**src/rtl/hsec_pkg.sv**
```systemverilog
// Package: shared constants and elaboration-time helpers for the Hamming codec.
// Assumes code positions are numbered from 1, with check bits at powers of two.
package hsec_pkg;

    localparam int MAX_POS = 1024;

    // True when p is a power of two (a check-bit position).
    function automatic bit is_pow2(input int p);
        return (p > 0) && ((p & (p - 1)) == 0);
    endfunction

    // Smallest k with 2^k - 1 >= dw + k.
    function automatic int chk_width(input int dw);
        int k;
        k = 1;
        while (((1 << k) - 1) < (dw + k)) k++;
        return k;
    endfunction

    // Code position (1-based) of data bit index j (0-based).
    function automatic int data_pos(input int j);
        int cnt;
        int pos;
        cnt = 0;
        pos = 0;
        for (int p = 1; p < MAX_POS; p++) begin
            if (!is_pow2(p)) begin
                if (cnt == j && pos == 0) pos = p;
                cnt++;
            end
        end
        return pos;
    endfunction

    // Mask of data bits covered by check bit k.
    function automatic logic [255:0] cover_mask(input int k, input int dw);
        logic [255:0] m;
        m = '0;
        for (int j = 0; j < dw; j++) begin
            if (((data_pos(j) >> k) & 1) == 1) m[j] = 1'b1;
        end
        return m;
    endfunction

endpackage

```
**src/rtl/hsec_chk_gen.sv**
```systemverilog
// Module: check-bit generator. Purely combinational.
// Check bit k is the parity of every data bit whose code position has bit k set.
// Assumes DATA_W <= 256.
module hsec_chk_gen #(
    parameter int DATA_W = 16,
    parameter int CHK_W  = hsec_pkg::chk_width(DATA_W)
) (
    input  logic [DATA_W-1:0] data,
    output logic [CHK_W-1:0]  chk
);

    // One parity tree per check bit, with its mask fixed at elaboration.
    for (genvar k = 0; k < CHK_W; k++) begin : g_chk
        localparam logic [255:0] FULL = hsec_pkg::cover_mask(k, DATA_W);
        assign chk[k] = ^(data & FULL[DATA_W-1:0]);
    end

endmodule

```
**src/rtl/hsec_fix.sv**
```systemverilog
// Module: syndrome decoder and data repair. Purely combinational.
// A syndrome naming a data position flips that bit. One naming a check
// position leaves the data alone. One past the code length is uncorrectable.
module hsec_fix #(
    parameter int DATA_W = 16,
    parameter int CHK_W  = hsec_pkg::chk_width(DATA_W)
) (
    input  logic [DATA_W-1:0] data,
    input  logic [CHK_W-1:0]  syndrome,
    output logic [DATA_W-1:0] fixed,
    output logic              corrected,
    output logic              uncorrectable
);

    localparam int             CODE_W = DATA_W + CHK_W;
    localparam logic [CHK_W-1:0] LAST = CHK_W'(CODE_W);

    logic [DATA_W-1:0] flip;

    // One position comparator per data bit.
    for (genvar j = 0; j < DATA_W; j++) begin : g_flip
        localparam logic [CHK_W-1:0] POS = CHK_W'(hsec_pkg::data_pos(j));
        assign flip[j] = (syndrome == POS);
    end

    // Classify the syndrome and apply the single-bit repair.
    always_comb begin
        uncorrectable = (syndrome > LAST);
        corrected     = (syndrome != '0) && !uncorrectable;
        fixed         = data ^ flip;
    end

endmodule

```
**src/rtl/hsec_codec.sv**
```systemverilog
// Module: top of the SEC Hamming codec. One generator serves both the encode
// result (check_out) and the syndrome for repair. All outputs are registered
// one clock after the input beat. Synchronous active-low reset.
module hsec_codec #(
    parameter int DATA_W = 16,
    parameter int CHK_W  = hsec_pkg::chk_width(DATA_W)
) (
    input  logic              clk,
    input  logic              rst_n,
    input  logic              in_valid,
    input  logic [DATA_W-1:0] in_data,
    input  logic [CHK_W-1:0]  in_check,
    output logic              out_valid,
    output logic [DATA_W-1:0] data_out,
    output logic [CHK_W-1:0]  check_out,
    output logic              corrected,
    output logic              uncorrectable
);

    logic [CHK_W-1:0]  recomp;
    logic [CHK_W-1:0]  syndrome;
    logic [DATA_W-1:0] fixed;
    logic              corr_c;
    logic              unc_c;

    hsec_chk_gen #(.DATA_W(DATA_W), .CHK_W(CHK_W)) u_gen (
        .data (in_data),
        .chk  (recomp)
    );

    // Syndrome: stored check bits against recomputed ones.
    assign syndrome = in_check ^ recomp;

    hsec_fix #(.DATA_W(DATA_W), .CHK_W(CHK_W)) u_fix (
        .data          (in_data),
        .syndrome      (syndrome),
        .fixed         (fixed),
        .corrected     (corr_c),
        .uncorrectable (unc_c)
    );

    // Output register stage: clear on reset, otherwise capture every cycle.
    always_ff @(posedge clk) begin
        if (!rst_n) begin
            out_valid     <= 1'b0;
            data_out      <= '0;
            check_out     <= '0;
            corrected     <= 1'b0;
            uncorrectable <= 1'b0;
        end else begin
            out_valid     <= in_valid;
            data_out      <= fixed;
            check_out     <= recomp;
            corrected     <= corr_c;
            uncorrectable <= unc_c;
        end
    end

    // out_valid follows in_valid one cycle later.
    a_r6_valid_rise: assert property (@(posedge clk) disable iff (!rst_n)
        in_valid |=> out_valid);
    a_r6_valid_fall: assert property (@(posedge clk) disable iff (!rst_n)
        !in_valid |=> !out_valid);

    // the two flags are exclusive.
    a_r7_flags_exclusive: assert property (@(posedge clk) disable iff (!rst_n)
        !(corrected && uncorrectable));

    // without a data repair the word passes through untouched.
    a_r5_unc_passes: assert property (@(posedge clk) disable iff (!rst_n)
        in_valid && unc_c |=> data_out == $past(in_data));

    // a repair changes at most one data bit.
    a_r3_single_flip: assert property (@(posedge clk) disable iff (!rst_n)
        in_valid |=> $countones(data_out ^ $past(in_data)) <= 1);

    // a clean beat means the stored check bits equal the emitted ones.
    a_r1_clean_match: assert property (@(posedge clk) disable iff (!rst_n)
        in_valid && in_check == recomp |=>
            !corrected && !uncorrectable && check_out == $past(in_check));

endmodule

```
**config.mk**
```make
export PLATFORM = sky130hd
export DESIGN_NAME = hsec_codec
export DESIGN_NICKNAME = d
export VERILOG_FILES = /design/src/rtl/hsec_pkg.sv /design/src/rtl/hsec_chk_gen.sv /design/src/rtl/hsec_fix.sv /design/src/rtl/hsec_codec.sv
export SDC_FILE = /design/constraint.sdc
export NUM_CORES = 1
export LEC_CHECK = 0
export BUFFER_PORTS_ARGS = -buffer_cell sky130_fd_sc_hd__buf_2
export CORE_MARGIN = 2
export CORE_UTILIZATION = 44
export CTS_CLUSTER_SIZE = 10
export DETAILED_ROUTE_END_ITERATION = 8
export PLACE_DENSITY = 0.75
export SYNTH_ARGS = -nofsm -noshare
export SYNTH_HDL_FRONTEND = slang
export SYNTH_SLANG_ARGS = --single-unit
```
**constraint.sdc**
```tcl
create_clock -name clk -period 2 [get_ports clk]
set_input_delay 0.2 -clock clk [delete_from_list [all_inputs] [get_ports clk]]
set_output_delay 0.2 -clock clk [all_outputs]
set_load 0.1 [all_outputs]
```
# == Yosys cells after proc, flatten, opt, wreduce, memory -nomap -nowiden ==
# Index checks and enable logic that the tools add are counted.
# Widths: inputs -> output; s select.
# word_totals
word_cells,32
output_inout_bits,24
in_bits,24
regBits,24
# classes
n_reduce_logical,8
eq_ne,16
bitwise,2
order_cmp,1
# ops
cell,n
$reduce_xor 16->1,5
$eq 5x4->1 const B,7
$eq 5x5->1 const B,5
$xor 16x16->16,1
$eq 5x3->1 const B,3
$eq 5x2->1 const B,1
$gt 5x5->1 const B,1
$reduce_bool 5->1,1
$xor 5x5->5,1
$logic_and 1x1->1,1
$logic_not 1->1,1

# == Depth between registers and ports, before layout ==
# Gate-level depths: netlist of the first run.
# depth
ltp_word,5
ltp_mapped,6
ltp_nobuf,6

# == Cells and area by module ==
# Synthesis of the first run repeated with hierarchy kept, for this count alone.
# hier_totals
hier_cells,129
area_unflattened_um2,1361.3
# by_module_without_submodules
mod,instances,area_per_inst_um2,seq_area_each_um2,cells_per_inst
hsec_codec,1,709.4,480.5,55
hsec_fix,1,377.9,0.0,50
hsec_chk_gen,1,274.0,0.0,24

# == Worst setup path after synthesis of the first run ==
# Ideal clock, no wire load.
# synth_path
path_type,input-to-reg
startpoint,input in_data[5]
endpoint,register data_out[2]
t_arrival_ps,1997
required_time_ps,1930
n_path_buf,0
setup_time_ps,70
stages,6
setup_slack_ps,-67
path_cell_list,xnor2_1 xnor3_2 xor2_4 mux2i_1 or4_1 a21boi_1
# synth_between
elab_chain_len,4
elab_cells_between_ends,5
classes_between,eq/ne (1); bitwise (2); reduce/logical (2)
# synth_rtl
element,line,source
from (decl),hsec_codec.sv:11,"input logic [DATA_W-1:0] in_data,"
$reduce_xor 16->1,hsec_chk_gen.sv:15,assign chk[k] = ^(data & FULL[DATA_W-1:0]);
$xor 5x5->5 (*),hsec_codec.sv:32,assign syndrome = in_check ^ recomp;
$eq 5x3->1 (*),hsec_fix.sv:23,assign flip[j] = (syndrome == POS);
$xor 16x16->16 (*),hsec_fix.sv:30,fixed = data ^ flip;
to (signal assigned),hsec_codec.sv:52,data_out <= fixed;
to (decl),hsec_codec.sv:14,"output logic [DATA_W-1:0] data_out,"
# Mark *: on every way between the ends. The rest lies on a longest branch, timed or not.
# A chain may end at the register's enable or synchronous reset.

# == Worst setup path in the final report of the first run ==
# layout_path
startpoint,input in_data[13]
endpoint,register data_out[9]
# layout_between
elab_chain_len,4
elab_cells_between_ends,6
classes_between,eq/ne (1); bitwise (2); reduce/logical (3)
# layout_rtl
element,line
$reduce_xor 16->1,hsec_chk_gen.sv:15
$xor 5x5->5 (*),hsec_codec.sv:32
$eq 5x4->1 (*),hsec_fix.sv:23
$xor 16x16->16 (*),hsec_fix.sv:30
# Marked as above.

==> metrics.txt, run 1 <==
cts bufs inserted=3; Max Clock Freq=530 MHz; Pins Over Slew Limit=0; Hold Path Sink=out_valid; vias after detailed routing=~1300; Crit Path Class=input port to register; Syn. warnings=0; Starting Density=0.455; routed length per instance=13.9 um; largest area contributor in the netlist=dfxtp_1; Total Routing Usage GR=0.200; worst rel slew slack=0.675; Power per Cell Area=approximately 1200 nW/um^2; share of cells above drive strength 1=0.407; data arrival time of the worst path=2.14 ns; Final period util=0.943; Final ANT Viol Nets=0; area of the multi-input gates=888 um^2; Hold WS=0.0698 ns; CTS clk-pin slew, worst paths=0.14 ns; Synth Cell Area=1370 um^2; largest net degree at the start of global routing=25; CP endpoint kind=register; FP Rows=20; status=finished, final reports clean; Die X=slightly below 60 um; Critical Path Fanout Max=6; fin crit period=1.89 ns; number of global-route vias before repair=1226; Max rail drop VDD=0.765 mV; Worst Hold Launch=in_valid; Mapped Cells=between 100 and 150; post-CTS setup buffer count=0; Core Area=around 3000 um^2; first-pass GRT wire length=5350 um; drt drc=0; Routability Congestion=0.852; Top Ports=48; via-per-instance ratio=5.17; Initial DRC Count=40; syn avg cell area=approximately 10 um^2; Hold Fails Final Rpt=0; CP Launch Type=input port; n_diodes=0; Synth top area share=0.352; Nets=234; Leakage Power=between 0.9 and 1 nW; CTS H-tree depth=1; Tightest Hold Check Type=input port to register; placed inst area=1860 um^2; top post-synthesis cells by area=dfxtp_1 (35%), xnor3_1 (9.9%), xnor2_1 (9.6%), a21boi_1 (8.8%), or3_1 (6.9%); area grow syn2layout=40.3%; worst slew pin tran=between 0.4 and 0.5 ns; CTS tree=built; Critical Path RT=2.25 ns; Pre-antenna DRT Iters=4; Sequential Area=480 um^2; maxcap violations=0; initial antenna violation count=0; Syn Nets=155; CTS Root Buffer Type=clkbuf_4; final design utilization=0.638; DIE AREA=between 3000 and 4000 um^2; Synth async-reset ratio=0; Port Buffer Count=47; number of enable flip-flop cells after synthesis=0; die height=between 50 and 60 um; # clock sinks=24; ys flop type=dfxtp_1; Overflow after GRT=0; final wirelength=approximately 3400 um; Fillers=257; post-DP HPWL=roughly 2600 um; cts hold-fix bufs=0; #FFs+latches synth=24; final setup violation count=0; hold path cells=2; design area=1920 um^2; Bufs on Longest Clock Path=2; RSZ-0062 raised after global routing=yes; Synth cell types=21; sequential area share after synthesis=0.352
==> sequential cells by signal, summed over array words and instances, names as in the netlist <==
signal	cells
data_out	16
check_out	5
corrected	1
out_valid	1
uncorrectable	1
==> per-stage QoR <==
step	setup TNS (ns)	total power, mW	instances	worst slack (ns)
after global placement	-1.38	1.91	238	-0.115
after floorplan	0	1.54	131	0.0313
final	0	2.29	242	0.115
after detailed placement	-2.38	1.94	238	-0.195
after global routing	-0.00669	2.40	242	-0.00639
after CTS	0	2.30	242	0.122
==> layout make-up <==
cell class / count / share of cell area
Tap cell: 33 / 0.0216
Clock buffer: 3 / 0.0118
Sequential cell: 24 / 0.251
Clock inverter: 1 / 0.0157
Multi-Input combinational cell: 105 / 0.464
Timing Repair Buffer: 76 / 0.236
==> power by group <==
group          leakage, nW  internal (mW)  switching, mW
Combinational        0.684          0.443          0.927
Clock               0.0279          0.203          0.156
Sequential           0.200          0.547         0.0149
==> cell families (layout without fill, tap and decap cells) <==
kind of cell              count (synthesis)  count (layout)  share of synthesized area
AOI/OAI and AO/OA                        35              35                      0.161
and+or+nand+nor                          34              34                      0.145
xor gates and xnor gates                 32              32                      0.307
DFF                                      24              24                      0.352
muxes                                     4               4                     0.0293
buffers and inverters                     2              80                    0.00550
==> Yosys cell counts (all sizes together) (4+ instances only) <==
cell type / instances
mux2i: 4
or3: 15
dfxtp: 24
xnor3: 7
o21ai: 15
a21boi: 16
xnor2: 16
and2: 7
nand3: 5
xor2: 8
==> critical path, stage by stage <==
cell      delay, ns
buf_2          0.12
xnor2_2        0.22
xnor3_2        0.52
xor2_4         0.20
mux2i_2        0.18
buf_4          0.17
or3_1          0.35
a21boi_1       0.18
==> placed cells by master, fill, tap and decap left out, types with 3 or more instances in the layout <==
cell / instances
buf_2: 47
xor2_1: 7
or3_1: 15
mux2i_1: 3
o21ai_0: 15
clkbuf_4: 3
xnor2_1: 14
dfxtp_1: 24
and2_1: 7
a21boi_1: 16
buf_4: 29
nand3_1: 5
xnor3_1: 6
==> timing repair <==
| item | 4_1_cts | 5_1_grt |
|---|---|---|
| gates resized for setup | 0 | 0 |
| endpoints found under the setup margin | 0 | 2 |
| endpoints found under the hold margin | 0 | 0 |
==> worst max-delay path by stage <==
| stage | depth (start not counted) | startpoint | slack [ns] | end |
|---|---|---|---|---|
| 2_1_floorplan | 6 | in_data[13] | 0.03 | data_out[2] |
| 3_3_place_gp | 8 | in_data[9] | -0.12 | data_out[11] |
| 3_5_place_dp | 7 | in_data[13] | -0.19 | data_out[2] |
| 4_1_cts | 8 | in_data[13] | 0.12 | data_out[9] |
| 5_1_grt | 7 | in_data[15] | -0.006 | data_out[10] |
| 6_report | 8 | in_data[13] | 0.11 | data_out[9] |
==> layer usage <==
layer  share of wire  up-vias  global-route usage
met5               0        -                   0
met4           0.012        0              0.0889
met3           0.043        4              0.0260
met2            0.52       36               0.339
met1            0.42      590               0.253
li1                -      620                   -
No activity file was read; power rests on OpenSTA's default activity.
==> run 2: changes to the inputs <==
Settings changed: BUFFER_PORTS_ARGS -buffer_cell sky130_fd_sc_hd__buf_2 to default, CORE_UTILIZATION 44 to 55, DONT_BUFFER_PORTS from default to 1, PLACE_DENSITY 0.75 to 0.73, SETUP_SLACK_MARGIN from default to 0.02.
==> run 2 against run 1 <==
Against the previous run: worst hold slack lost 0.069 ns; critical path depth shrank 1; highest routed layer unchanged; core utilization grew 8.2 points; fmax grew 4.6%; via count shrank 7.2%; sequential share of layout area grew 2.6 points; die area shrank 19%.
==> metrics.txt, run 2 (synthesis results as in run 1) <==
status=finished, final reports clean (unchanged); CP endpoint kind=register (unchanged); final setup violation count=0 (unchanged); Pins Over Slew Limit=0 (unchanged); CP startpoint=in_data[15] (was in_data[13]); busiest layer in global routing=met2 (unchanged); cts hold-fix bufs=1 (was 0); fin crit period=1.80 ns (was 1.89 ns); area grow syn2layout=27.0% (was 40.3%); met2 Use GR=0.445 (was 0.339); first-pass GRT wire length=5470 um (was 5350 um); Die X=53.8 um (was 59.7 um); Critical Path RT=2.25 ns (about the same); Overflow after GRT=0 (unchanged); maxcap violations=0 (unchanged); DIE AREA=2900 um^2 (was 3560 um^2); Top Registers=data_out (16), check_out (5) (unchanged); final design utilization=0.720 (was 0.638); CTS Root Buffer Type=clkbuf_4 (unchanged); Max rail drop VDD=0.996 mV (was 0.765 mV); Bufs on Longest Clock Path=2 (unchanged); Crit Path Class=input port to register (unchanged); share of cells above drive strength 1=0.267 (was 0.407); Leakage Power=0.753 nW (was 0.912 nW); number of global-route vias before repair=1158 (was 1226); Total Routing Usage GR=0.266 (was 0.200); final wirelength=3490 um (was 3380 um); Tightest Hold Check Type=input port to register (unchanged); slowest cell delay on critical path=0.52 ns (about the same); post-DP HPWL=2550 um (was 2640 um); Worst path slowest cell=xnor3_1 (was xnor3_2); Initial DRC Count=3 (was 40); GR met1 Demand/Resource=0.310 (was 0.253); n_diodes=0 (unchanged); met3 GRT Util=0.0722 (was 0.0260); Resize count post-CTS=0 (unchanged); max FFs per register=16 (unchanged); routed length per instance=17.3 um (was 13.9 um); data arrival time of the worst path=2.05 ns (was 2.14 ns); Critical Path Fanout Max=6 (unchanged); initial antenna violation count=0 (unchanged); post-CTS setup buffer count=0 (unchanged); CTS clk-pin slew, worst paths=0.13 ns (was 0.14 ns); cts bufs inserted=3 (unchanged); Starting Density=0.566 (was 0.455); Top Ports=48 (unchanged); design area=1730 um^2 (was 1920 um^2); FP Rows=18 (was 20); largest net degree at the start of global routing=24 (was 25); largest register by flop count=data_out (unchanged); worst slew pin tran=0.442 ns (was 0.491 ns); Nets=198 (was 234); Pre-antenna DRT Iters=4 (unchanged); placed inst area=1690 um^2 (was 1860 um^2); # clock sinks=24 (unchanged); Routability Congestion=0.893 (was 0.852); Top delay family on crit path=XOR/XNOR gates (unchanged); Final period util=0.902 (was 0.943); Core Area=2410 um^2 (was 3000 um^2); die height=53.8 um (was 59.7 um); most frequent cells in the layout=buf_4 (38), dfxtp_1 (24), a21boi_1 (16), o21ai_0 (15), or3_1 (15) (was buf_2 (47), buf_4 (29), dfxtp_1 (24), a21boi_1 (16)); CP Launch Type=input port (unchanged); Hold Fails Final Rpt=0 (unchanged); CP Buf/Inv Count=1 (was 2); Worst Hold Launch=in_valid (unchanged); vias after detailed routing=1160 (was 1250); CTS tree=built (unchanged); Max Clock Freq=555 MHz (was 530 MHz); Port Buffer Count=0 (was 47); drt drc=0 (unchanged); Power per Cell Area=1200 nW/um^2 (about the same); Fillers=181 (was 257); RSZ-0062 raised after global routing=no (was yes); commonest non-fill, non-tap cell in the layout=buf_4 (was buf_2); worst rel slew slack=0.697 (was 0.675); CP cell instances=xor2_1 -> xnor3_1 -> nor2_1 -> mux2i_2 -> buf_4 -> or3_1 -> a21boi_1 (was buf_2 -> xnor2_2 -> xnor3_2 -> xor2_4 -> mux2i_2 -> buf_4 -> or3_1 -> a21boi_1); Final ANT Viol Nets=0 (unchanged); via-per-instance ratio=5.74 (was 5.17); CTS H-tree depth=1 (unchanged)
==> run 2: cell type report <==
type / instances / area (um^2) / share of cell area
clock buffers: 3 / 22.5 / 0.0130
multi-input cells: 105 / 888 / 0.512
flip-flops and latches: 24 / 480 / 0.277
well taps: 30 / 37.5 / 0.0216
repair buffers: 40 / 305 / 0.176
==> run 2: report_power, final <==
part | switching (mW) | internal, mW
registers | 0.0201 | 0.547
logic | 0.889 | 0.415
clock network | 0.145 | 0.0705
total | 1.05 | 1.03
==> run 2: per-layer routing <==
metal  up-vias  share of wire  routed length (um)
met5         -              0                   0
met4         0          0.050                 176
met3        19          0.086                 299
met2        54           0.47                1630
met1       540           0.40                1380
li1        547              -                   -
==> run 2: worst paths after layout <==
kind,end,slack [ns],cells after the start
setup / recovery,data_out[9],0.20,7
hold / removal,out_valid,0.001,1
==> run 2: stage by stage <==
stage	instances	hold slack (ns)	total power [mW]	worst slack [ns]	TNS, ns
global placement	197	0.326	1.83	0.0136	0
detailed placement	197	0.327	1.86	-0.0758	-0.618
global route	202	0.00410	2.18	0.162	0
CTS	201	0.0000436	2.08	0.244	0
floorplan	131	0.327	1.54	0.0313	0
finish	202	0.00102	2.09	0.197	0
==> run 3: changes to the inputs <==
Settings changed: CELL_PAD_IN_SITES_DETAIL_PLACEMENT from default to 1, CELL_PAD_IN_SITES_GLOBAL_PLACEMENT from default to 1, CORE_UTILIZATION 55 to 42, PLACE_DENSITY 0.73 to default, PLACE_DENSITY_LB_ADDON from default to 0.1.
==> run 3 against run 2 <==
Against the previous run: power grew 7.3%; combinational power is essentially flat; sequential share of layout area shrank 0.85 points; critical path type unchanged; critical endpoint is now data_out[2].
==> metrics.txt, run 3 (synthesis results as in run 1) <==
status=finished, final reports clean (unchanged); design area=1790 um^2 (was 1730 um^2); number of global-route vias before repair=1137 (was 1158); area grow syn2layout=31.1% (was 27.0%); Max rail drop VDD=0.621 mV (was 0.996 mV); Final ANT Viol Nets=0 (unchanged); Worst Hold Launch=rst_n (was in_valid); Crit Path Class=input port to register (unchanged); busiest layer in global routing=met2 (unchanged); setup slack after layout=0.199 ns (was 0.197 ns); Gate power share=0.590 (was 0.625); first-pass GRT wire length=5530 um (was 5470 um); Clk pwr share=0.157 (was 0.103); Final period util=0.901 (was 0.902); commonest non-fill, non-tap cell in the layout=buf_4 (unchanged); fin crit period=1.80 ns (about the same); cts bufs inserted=3 (unchanged); post-CTS setup buffer count=0 (unchanged); GR met1 Demand/Resource=0.260 (was 0.310); final design utilization=0.581 (was 0.720); # clock sinks=24 (unchanged); met2 Use GR=0.355 (was 0.445); sw power=1.06 mW (was 1.05 mW); internal power=1.18 mW (was 1.03 mW); data arrival time of the worst path=2.05 ns (about the same); CTS tree=built (unchanged); Resize count post-CTS=0 (unchanged); Port Buffer Count=0 (unchanged); DIE AREA=3720 um^2 (was 2900 um^2); Tightest Hold Check Type=input port to register (unchanged); Critical Path RT=2.25 ns (about the same); share of cells above drive strength 1=0.276 (was 0.267); Starting Density=0.443 (was 0.566); Hold WS=0.0101 ns (was 0.00102 ns); placed inst area=1720 um^2 (was 1690 um^2); FP Rows=20 (was 18); CTS clk-pin slew, worst paths=0.14 ns (was 0.13 ns); CTS H-tree depth=1 (unchanged); dpl ws=-0.0663 ns (was -0.0758 ns); switching part of the total power=0.475 (was 0.505); Die X=61.0 um (was 53.8 um); Initial DRC Count=37 (was 3); maxcap violations=0 (unchanged); max FFs per register=16 (unchanged); RSZ-0062 raised after global routing=no (unchanged); largest register by flop count=data_out (unchanged); Bufs on Longest Clock Path=2 (unchanged); n_diodes=0 (unchanged); CP endpoint kind=register (unchanged); cts hold-fix bufs=2 (was 1); Sum Neg Setup Slack=0 ns (unchanged); Nets=199 (was 198); worst slew pin tran=0.435 ns (was 0.442 ns); Max Clock Freq=555 MHz (about the same); drt drc=0 (unchanged); Hold Path Sink=check_out[3] (was out_valid); worst rel slew slack=0.702 (was 0.697); post-DP HPWL=2700 um (was 2550 um); die height=61.0 um (was 53.8 um); Pre-antenna DRT Iters=4 (unchanged); Core Area=3080 um^2 (was 2410 um^2); Seq pwr share=0.253 (was 0.272); Top Ports=48 (unchanged); largest net degree at the start of global routing=21 (was 24); CP Launch Type=input port (unchanged); Overflow after GRT=0 (unchanged); hold path cells=1 (unchanged); vias after detailed routing=1162 (was 1160); Total Routing Usage GR=0.204 (was 0.266); CTS Root Buffer Type=clkbuf_4 (unchanged); routed length per instance=16.3 um (was 17.3 um); Pins Over Slew Limit=0 (unchanged); Power per Cell Area=1250 nW/um^2 (was 1200 nW/um^2); met3 GRT Util=0.0378 (was 0.0722); final setup violation count=0 (unchanged); Critical Path Fanout Max=4 (was 6); Hold Fails Final Rpt=0 (unchanged); Leakage Power=0.773 nW (was 0.753 nW); Top Registers=data_out (16), check_out (5) (unchanged); via-per-instance ratio=5.33 (was 5.74); most frequent cells in the layout=buf_4 (39), dfxtp_1 (24), a21boi_1 (16), o21ai_0 (15), or3_1 (15) (was buf_4 (38), dfxtp_1 (24), a21boi_1 (16), o21ai_0 (15), or3_1 (15)); initial antenna violation count=0 (unchanged); Routability Congestion=0.826 (was 0.893); final wirelength=3550 um (was 3490 um)
==> run 3: changes by cell type in the layout (fill, tap and decap cells not counted) <==
cell / change
buf_4: +1
bufinv_16: +1
==> run 3: how the worst max path moves through the flow <==
stage                     cells past startpoint  slack (ns)           end   startpoint
after global routing                          6        0.12   data_out[2]  in_data[15]
after detailed placement                      7       -0.07  data_out[10]  in_data[15]
final                                         6        0.20   data_out[2]  in_data[15]
after global placement                        6       -0.07   data_out[2]  in_data[13]
after CTS                                     6        0.23   data_out[2]  in_data[15]
after floorplan                               6        0.03   data_out[2]  in_data[13]
==> run 3: final cells by class <==
| cell class | count | area (um^2) |
|---|---|---|
| clock buffers | 3 | 22.5 |
| repair buffers | 41 | 313 |
| fillers | 365 | 1290 |
| well taps | 44 | 55.1 |
| clock inverters | 1 | 30.0 |
| multi-input cells | 105 | 888 |
| flip-flops and latches | 24 | 480 |
==> run 3: routing by layer <==
metal  vias up  wire length, um
met5         -                0
met4         0               50
met3         4              183
met2        30             1830
met1       578             1490
li1        550                -
==> run 3: power groups by stage <==
stage | Combinational (mW) | Clock, mW | Sequential [mW]
after floorplan | 0.458 | 0 | 1.08
after global placement | 1.29 | 0 | 0.575
after detailed placement | 1.32 | 0 | 0.577
after CTS | 1.32 | 0.363 | 0.568
after global routing | 1.40 | 0.379 | 0.572
final | 1.32 | 0.352 | 0.567
==> run 3: worst max-delay path, stage by stage <==
cell and delay, ns:
xor2_1 0.29, xnor3_1 0.52, nor2_1 0.21, mux2i_2 0.14, or4_1 0.51, a21boi_1 0.17
==> run 3: through the flow <==
step           cells  power, mW
3_3_place_gp     212       1.86
5_1_grt          218       2.35
3_5_place_dp     212       1.89
4_1_cts          218       2.26
6_report         218       2.24
2_1_floorplan    131       1.54
